===== config.mk =====
export PLATFORM = sky130hd
export DESIGN_NAME = fcfs_bus_arbiter
export DESIGN_NICKNAME = d
export VERILOG_FILES = /design/src/rtl/fcfs_pkg.sv /design/src/rtl/fcfs_req_sync.sv /design/src/rtl/fcfs_order_queue.sv /design/src/rtl/fcfs_grant_gate.sv /design/src/rtl/fcfs_bus_arbiter.sv
export SDC_FILE = /design/constraint.sdc
export NUM_CORES = 1
export LEC_CHECK = 0
export CAP_MARGIN = 25
export CORE_UTILIZATION = 40
export CTS_CLUSTER_DIAMETER = 60
export DETAILED_ROUTE_END_ITERATION = 7
export PLACE_DENSITY_LB_ADDON = 0.08
export SETUP_SLACK_MARGIN = 0.05
export SLEW_MARGIN = 10
export SYNTH_ARGS = -nofsm -noshare
export SYNTH_HDL_FRONTEND = slang
export SYNTH_SLANG_ARGS = --single-unit

===== constraint.sdc =====
create_clock -name clk -period 7.2 [get_ports clk]
set_input_delay 0.72 -clock clk [delete_from_list [all_inputs] [get_ports clk]]
set_output_delay 0.72 -clock clk [all_outputs]
set_load 0.005 [all_outputs]

===== src/rtl/fcfs_pkg.sv =====
package fcfs_pkg;
  // Number of set bits in a vector of up to 32 bits.
  function automatic int unsigned count_set(input logic [31:0] vec);
    int unsigned total;
    total = 0;
    for (int b = 0; b < 32; b++) total += int'(vec[b]);
    return total;
  endfunction
endpackage


===== src/rtl/fcfs_req_sync.sv =====
module fcfs_req_sync #(
  parameter int WIDTH  = 4,
  parameter int STAGES = 2
) (
  input  logic             clk,
  input  logic             rst_n,
  input  logic [WIDTH-1:0] req_n,
  output logic [WIDTH-1:0] req_live
);
  logic [WIDTH-1:0] stage_q [STAGES];

  // Stage 0 takes the request in active-high form; later stages shift it along.
  for (genvar s = 0; s < STAGES; s++) begin : g_stage
    logic [WIDTH-1:0] stage_d;
    if (s == 0) begin : g_first
      assign stage_d = ~req_n;
    end else begin : g_next
      assign stage_d = stage_q[s-1];
    end
    always_ff @(posedge clk or negedge rst_n) begin
      if (!rst_n) stage_q[s] <= '0;
      else        stage_q[s] <= stage_d;
    end
  end

  assign req_live = stage_q[STAGES-1];
endmodule


===== src/rtl/fcfs_order_queue.sv =====
module fcfs_order_queue
  import fcfs_pkg::*;
#(
  parameter int NUM_REQ = 4,
  parameter int IDW     = 2
) (
  input  logic               clk,
  input  logic               rst_n,
  input  logic [NUM_REQ-1:0] req_live,
  output logic [IDW-1:0]     head_id,
  output logic               head_vld,
  output logic               settle
);
  localparam int CNT_W = IDW + 1;

  logic [IDW-1:0]     slot_id_q  [NUM_REQ];
  logic               slot_vld_q [NUM_REQ];
  logic [IDW-1:0]     slot_id_d  [NUM_REQ];
  logic               slot_vld_d [NUM_REQ];
  logic               settle_q, settle_d;
  logic [NUM_REQ-1:0] queued, arrivals, dropped;
  logic               queue_en;

  // Which requesters are already in the queue, and which of those have let go.
  always_comb begin
    queued  = '0;
    dropped = '0;
    for (int i = 0; i < NUM_REQ; i++) begin
      if (slot_vld_q[i]) begin
        queued[slot_id_q[i]] = 1'b1;
        if (!req_live[slot_id_q[i]]) dropped[i] = 1'b1;
      end
    end
    arrivals = req_live & ~queued;
    queue_en = (|arrivals) || (|dropped);
  end

  // Next queue: survivors shift toward the head in their old order, and
  // arrivals are appended after them, lowest index first.
  always_comb begin
    logic [CNT_W-1:0] fill;
    logic [CNT_W-1:0] survivors;
    fill = '0;
    for (int i = 0; i < NUM_REQ; i++) begin
      slot_id_d[i]  = '0;
      slot_vld_d[i] = 1'b0;
    end
    for (int i = 0; i < NUM_REQ; i++) begin
      if (slot_vld_q[i] && !dropped[i] && fill < CNT_W'(NUM_REQ)) begin
        slot_id_d[fill[IDW-1:0]]  = slot_id_q[i];
        slot_vld_d[fill[IDW-1:0]] = 1'b1;
        fill = fill + CNT_W'(1);
      end
    end
    survivors = fill;
    for (int j = 0; j < NUM_REQ; j++) begin
      if (arrivals[j] && fill < CNT_W'(NUM_REQ)) begin
        slot_id_d[fill[IDW-1:0]]  = IDW'(j);
        slot_vld_d[fill[IDW-1:0]] = 1'b1;
        fill = fill + CNT_W'(1);
      end
    end
    // A tie entering an empty queue costs one quiet cycle.
    settle_d = (survivors == '0) && (count_set(32'(arrivals)) >= 2);
  end

  always_ff @(posedge clk or negedge rst_n) begin
    if (!rst_n) begin
      for (int i = 0; i < NUM_REQ; i++) begin
        slot_id_q[i]  <= '0;
        slot_vld_q[i] <= 1'b0;
      end
    end else if (queue_en) begin
      for (int i = 0; i < NUM_REQ; i++) begin
        slot_id_q[i]  <= slot_id_d[i];
        slot_vld_q[i] <= slot_vld_d[i];
      end
    end
  end

  always_ff @(posedge clk or negedge rst_n) begin
    if (!rst_n) settle_q <= 1'b0;
    else        settle_q <= settle_d;
  end

  assign head_id  = slot_id_q[0];
  assign head_vld = slot_vld_q[0];
  assign settle   = settle_q;
endmodule


===== src/rtl/fcfs_grant_gate.sv =====
module fcfs_grant_gate #(
  parameter int NUM_REQ = 4,
  parameter int IDW     = 2
) (
  input  logic [IDW-1:0]     head_id,
  input  logic               head_vld,
  input  logic               settle,
  input  logic               oe_n,
  output logic [NUM_REQ-1:0] gnt_n
);
  logic open_gate;
  assign open_gate = head_vld && !settle && !oe_n;

  for (genvar g = 0; g < NUM_REQ; g++) begin : g_line
    assign gnt_n[g] = !(open_gate && head_id == IDW'(g));
  end
endmodule


===== src/rtl/fcfs_bus_arbiter.sv =====
module fcfs_bus_arbiter #(
  parameter int NUM_REQ     = 4,
  parameter int SYNC_STAGES = 2
) (
  input  logic               clk,
  input  logic               rst_n,
  input  logic [NUM_REQ-1:0] req_n,
  input  logic               oe_n,
  output logic [NUM_REQ-1:0] gnt_n
);
  localparam int IDW = (NUM_REQ > 1) ? $clog2(NUM_REQ) : 1;

  logic [NUM_REQ-1:0] req_live;
  logic [IDW-1:0]     head_id;
  logic               head_vld;
  logic               settle;

  fcfs_req_sync #(.WIDTH(NUM_REQ), .STAGES(SYNC_STAGES)) u_sync (
    .clk(clk), .rst_n(rst_n), .req_n(req_n), .req_live(req_live)
  );

  fcfs_order_queue #(.NUM_REQ(NUM_REQ), .IDW(IDW)) u_queue (
    .clk(clk), .rst_n(rst_n), .req_live(req_live),
    .head_id(head_id), .head_vld(head_vld), .settle(settle)
  );

  fcfs_grant_gate #(.NUM_REQ(NUM_REQ), .IDW(IDW)) u_gate (
    .head_id(head_id), .head_vld(head_vld), .settle(settle),
    .oe_n(oe_n), .gnt_n(gnt_n)
  );
endmodule


**Word level (Yosys, flattened, before mapping)**

Cells that the tools add are included.

- Register bits: 21
- Input port bits: 7
- Output and inout bits: 4
- Logic and storage cells: 208

- $add $sub $neg: 9
- Magnitude comparators: 30
- Equality and inequality tests: 3
- Mux-type cells: 82
- Bitwise logic cells: 29
- Reductions and logical operators: 44

Operator list:

| cell | number |
|---|---|
| $add 32x1->32 | 2 |
| $mux 8 | 7 |
| $or 4x4->4 | 12 |
| $mux 4 | 11 |
| $ge 32x2->1 const B | 1 |
| $logic_and 1x1->1 | 29 |
| $demux 2 s2 | 7 |
| $mux 1 | 25 |
| $bwmux 8 | 3 |
| $demux 1 s2 | 11 |
| $ge 3x3->1 const B | 7 |
| $lt 3x1->1 const B | 7 |
| $lt 3x3->1 const B | 6 |
| $mux 3 | 6 |
| $not 2->3 | 6 |
| $mux 2 | 8 |
| $not 4->4 | 4 |
| $add 3x1->3 const B | 5 |
| $and 4x4->4 | 3 |
| $lt 2x3->1 const B | 4 |
| $logic_not 1->1 | 10 |
| $and 8x8->8 | 1 |
| $bmux 1 s2 | 4 |
| $ge 2x1->1 const B | 4 |
| 12 further kinds | 14 |

**Depth between registers and ports, before layout**

- Word-level depth: 32
- Depth in mapped cells: 24
- Mapped depth without buffers: 22

**By module**

From an unflattened synthesis, not the netlist that was laid out.

- Cells, all modules: 270
- Area total of the unflattened synthesis: 2309.7 sq um

Modules (own cells, without submodules):

| module | instances | cells an instance | area an instance (sq um) |
|---|---|---|---|
| fcfs_order_queue | 1 | 252 | 2038.2 |
| fcfs_req_sync | 1 | 12 | 215.2 |
| fcfs_grant_gate | 1 | 6 | 56.3 |

**Worst setup path before layout**

No wires, ideal clock.

- Kind: register to register
- From: register u_queue.slot_id_q[2] (netlist name)
- To: register u_queue.slot_id_q (netlist bit u_queue.head_id[1])
- Arrival: 5.003 ns
- Setup slack: 2.131 ns
- Stages on the path, launching flop included: 23
- Buffers on the path: 2
- Clock period less this slack: 5.069 ns
- Path through: dfrtp_1 > buf_6 > mux2i_2 > o22ai_4 > buf_6 > inv_1 > fa_1 > inv_1 > ha_1 > inv_1 > ha_1 > a32o_2 > nor2_1 > xnor2_1 > ha_1 > o32a_1 > o22a_4 > ha_1 > a21o_2 > nor2_1 > o21ai_1 > o311ai_2 > o32a_1

- Longest elaborated chain between the ends: 27
- Elaborated cells between the ends (all ways): 83
- Classes of those cells: add/sub: 4; order compare: 17; mux: 30; bitwise: 15; reduce/logical: 17

Ends and longest elaborated chain:

| item | line | text |
|---|---|---|
| start, declared | fcfs_order_queue.sv:16 | `logic [IDW-1:0] slot_id_q [NUM_REQ];` |
| start signal, assigned by index | fcfs_order_queue.sv:75 | `slot_id_q[i] <= slot_id_d[i];` |
| $bmux 1 s2 | fcfs_order_queue.sv:31 | `if (!req_live[slot_id_q[i]]) dropped[i] = 1'b1;` |
| $mux 1 (not written as such) | fcfs_order_queue.sv:31 |  |
| $mux 1 | fcfs_order_queue.sv:31 |  |
| $mux 1 | fcfs_order_queue.sv:29 | `if (slot_vld_q[i]) begin` |
| $logic_not 1->1 | fcfs_order_queue.sv:49 | `if (slot_vld_q[i] && !dropped[i] && fill < CNT_W'(NUM_REQ)) begin` |
| $logic_and 1x1->1 (2 in series) | fcfs_order_queue.sv:49 |  |
| $mux 3 | fcfs_order_queue.sv:49 |  |
| $lt 3x3->1 | fcfs_order_queue.sv:49 |  |
| (+10 left out) | - |  |
| $mux 3 | fcfs_order_queue.sv:57 | `if (arrivals[j] && fill < CNT_W'(NUM_REQ)) begin` |
| $not 2->3 (not written as such) | fcfs_order_queue.sv:58 | `slot_id_d[fill[IDW-1:0]] = IDW'(j);` |
| $ge 3x3->1 (not written as such) / $lt 3x1->1 (equally long branches) | fcfs_order_queue.sv:58 |  |
| $logic_and 1x1->1 (not written as such) | fcfs_order_queue.sv:58 |  |
| $mux 2 (not written as such) | fcfs_order_queue.sv:58 |  |
| $demux 2 s2 | fcfs_order_queue.sv:58 |  |
| $or 8x8->8 (no source line) | - |  |
| $mux 8 | fcfs_order_queue.sv:57 |  |

Several ways; a longest one is shown, not always the timed one. The select of a mux whose other input is x is not followed.
A chain may end at the register's enable or synchronous reset.

**Worst setup path in the final report**

Same ends and word-level chain as after synthesis.

==> reports/results.tsv <==
metric	value	unit
status	complete, no violations	
dp_hpwl	4.97	mm
cp_max_fo	13	
areaGrowthSynthToFinish	6.46	%
clk_path_buf_depth	2	
cts_setup_buffers	0	
slowest_delay	710	ps
first_pass_iters	5	
max_cap_violations	0	
coreArea	5680	µm²
arrival	6120	ps
die_w	79.8	µm
ys_seq_area_frac	0.217	
antenna_cells	0	
grt_first_pass_wirelength	10.2	mm
start_kind	flop	
drive_gt1_frac	0.169	
row_count	27	
postCtsHoldBufs	0	
yosys.area.top_type	dfrtp_1	
yosys-top-cells-area	dfrtp_1 (22%), ha_1 (12%), nand2_1 (4.5%)	
skew	2.63	ps
grt_pass1_vias	1961	
worstSetupPathType	reg -> reg	
cts.sinks	21	
final_util	0.454	
synth-main-ff-cell	dfrtp_1	
hold_class	reg -> reg	
overflow	0	
tns	0	ps
critPathRequiredTime	7400	ps
drt.antenna.violating_nets	0	
cts_tree	yes	
portBuffers	10	
cpMostUsedCell	ha_1	
postSynth.asyncResetShare	1.00	
syn_area	2420	µm²
worst_setup_path_end_kind	flop	
wl_per_cell	18.5	µm
placed_area	2510	µm²
initial_core_util	0.426	
die-height	79.8	µm
setup_viol	0	
critPathSlowestCell	fa_1	
ys_warn_count	0	
synth.top_cell.area_share	0.217	
die_area	6360	µm²
routed_via_density	6.21	
yosysUniqueCellTypes	80	
rsz0062_at_grt	no	
hold_violations	0	
ys_ff_latch	21	
tightest_slew	930	ps
clockRootBuffer	clkbuf_8	
synth_area_per_cell	9.24	µm²
final_area	2580	µm²
drv_slew	0	
grt_max_degree	22	
ioPinCount	11	
path_cells	mux2i_2 > o22ai_4 > inv_1 > fa_1 > inv_1 > ha_1 > inv_1 > ha_1 > a32oi_1 > nand2_1 > a21oi_1 > ha_1 > o32a_1 > o22a_4 > ha_1 > a21o_2 > nor2_1 > o21ai_1 > o311ai_2 > o32a_1	
worstRegToRegCells	20	
max_freq	169	MHz
final_cells	339	
synth_edf_count	0	
antenna_found_initial	0	
numCtsBuffers	3	
clk_pin_slew	80	ps
max_slew_margin	0.378	
drc_errors	0	
finalCritPeriodShare	0.823	
hold_depth	0	
drt-total-wl	6.28	mm
gp_congestion	0.911	
nets	299	
synthCells	262	
post-route-min-period	5920	ps
syn_nets	293	
clk_latency	260	ps
drt_iter0_drc	180	
placed_cells	334	
htree_levels	1	
vias	2104	
cts.repair.resized	0	
grtUsageTotal	0.209	
-- synthesized netlist by cell type, drive strengths merged, types with 3 or more instances --
master and number:
o22a 8, mux2i 10, nand3 16, a31oi 5, and2 3, nand2 30
mux2 4, ha 23, inv 23, nor2 14, o211ai 7, a211oi 6
o32a 4, a21o 4, o21ai 11, a211o 3, buf 7, and3 4
nor3 6, nand2b 3, dfrtp 21, a21oi 6, nor4 3
-- flip-flops by register name, summed over array words and instances, names as in the netlist --
name / flops
u_queue.slot_vld_q: 3
u_sync.g_stage.stage_d: 4
u_queue.head_vld: 1
u_sync.req_live: 4
u_queue.settle: 1
u_queue.head_id: 2
u_queue.slot_id_q: 6
-- worst max-delay path, delay by kind of cell (launching register included) --
| family | cells | cell delay [ps] |
|---|---|---|
| adders and majority gates | 5 | 1670 |
| buffers and inverters | 3 | 340 |
| muxes | 1 | 260 |
| AOI/OAI and AO/OA | 9 | 2780 |
| and+or+nand+nor | 2 | 250 |
| DFF | 1 | 540 |
-- kinds of logic after synthesis --
group | Yosys count | share of synthesized area
AO/OA/AOI/OAI | 75 | 0.279
XOR/XNOR | 2 | 0.0150
adder cells (fa/ha/maj) | 24 | 0.127
buffers and inverters | 35 | 0.0864
AND/OR/NAND/NOR | 89 | 0.192
multiplexers | 16 | 0.0832
flip-flops | 21 | 0.217
-- metrics by stage --
step	hold slack, ps	setup slack, ps
after CTS	353	1320
after global routing	365	797
final	351	1280
after detailed placement	335	1350
after global placement	332	1430
after floorplan	331	2130
-- metal layers --
layer	vias to the layer above	routed length, µm	share of wire	global-route usage
met5	-	0	0	0
met4	0	225	0.036	0.0911
met3	12	410	0.065	0.0389
met2	93	2710	0.43	0.316
met1	1012	2940	0.47	0.289
li1	987	-	-	-
-- cells in the final DEF (no fill, tap or decap), types with 4 or more instances in the layout --
cell type and n:
o211ai_1 7, inv_1 21, o21ai_0 4, mux2i_1 8
ha_1 23, a31oi_1 4, nand3_1 15, nand2_1 29
dfrtp_1 21, o21ai_1 4, o32a_1 4, a211oi_1 6
a21oi_1 4, o22a_1 6, nor3_1 4, nor2_1 14
clkdlybuf4s50_1 10
-- cell type report --
cell class | instances | area, µm²
well taps | 72 | 90.1
fillers | 542 | 3100
flip-flops and latches | 21 | 526
repair buffers | 11 | 115
clock inverters | 1 | 7.51
clock buffers | 3 | 41.3
multi-input cells | 206 | 1690
inverters | 25 | 111
-- path summary, 6_finish.rpt --
kind | start | endpoint | slack (ps)
min | u_sync.g_stage[1].stage_d[0] | u_sync.req_live[0] | 350
min reg2reg | u_sync.g_stage[1].stage_d[0] | u_sync.req_live[0] | 350
max in group asynchronous | rst_n | u_queue.slot_id_q[4] | 6040
min in group asynchronous | rst_n | u_queue.settle | 740
max | u_queue.slot_id_q[2] | u_queue.head_id[1] | 1280
max reg2reg | u_queue.slot_id_q[2] | u_queue.head_id[1] | 1280
Power is not shown: default switching activity piles up to over one toggle a cycle in this logic, so the estimate is an artifact.
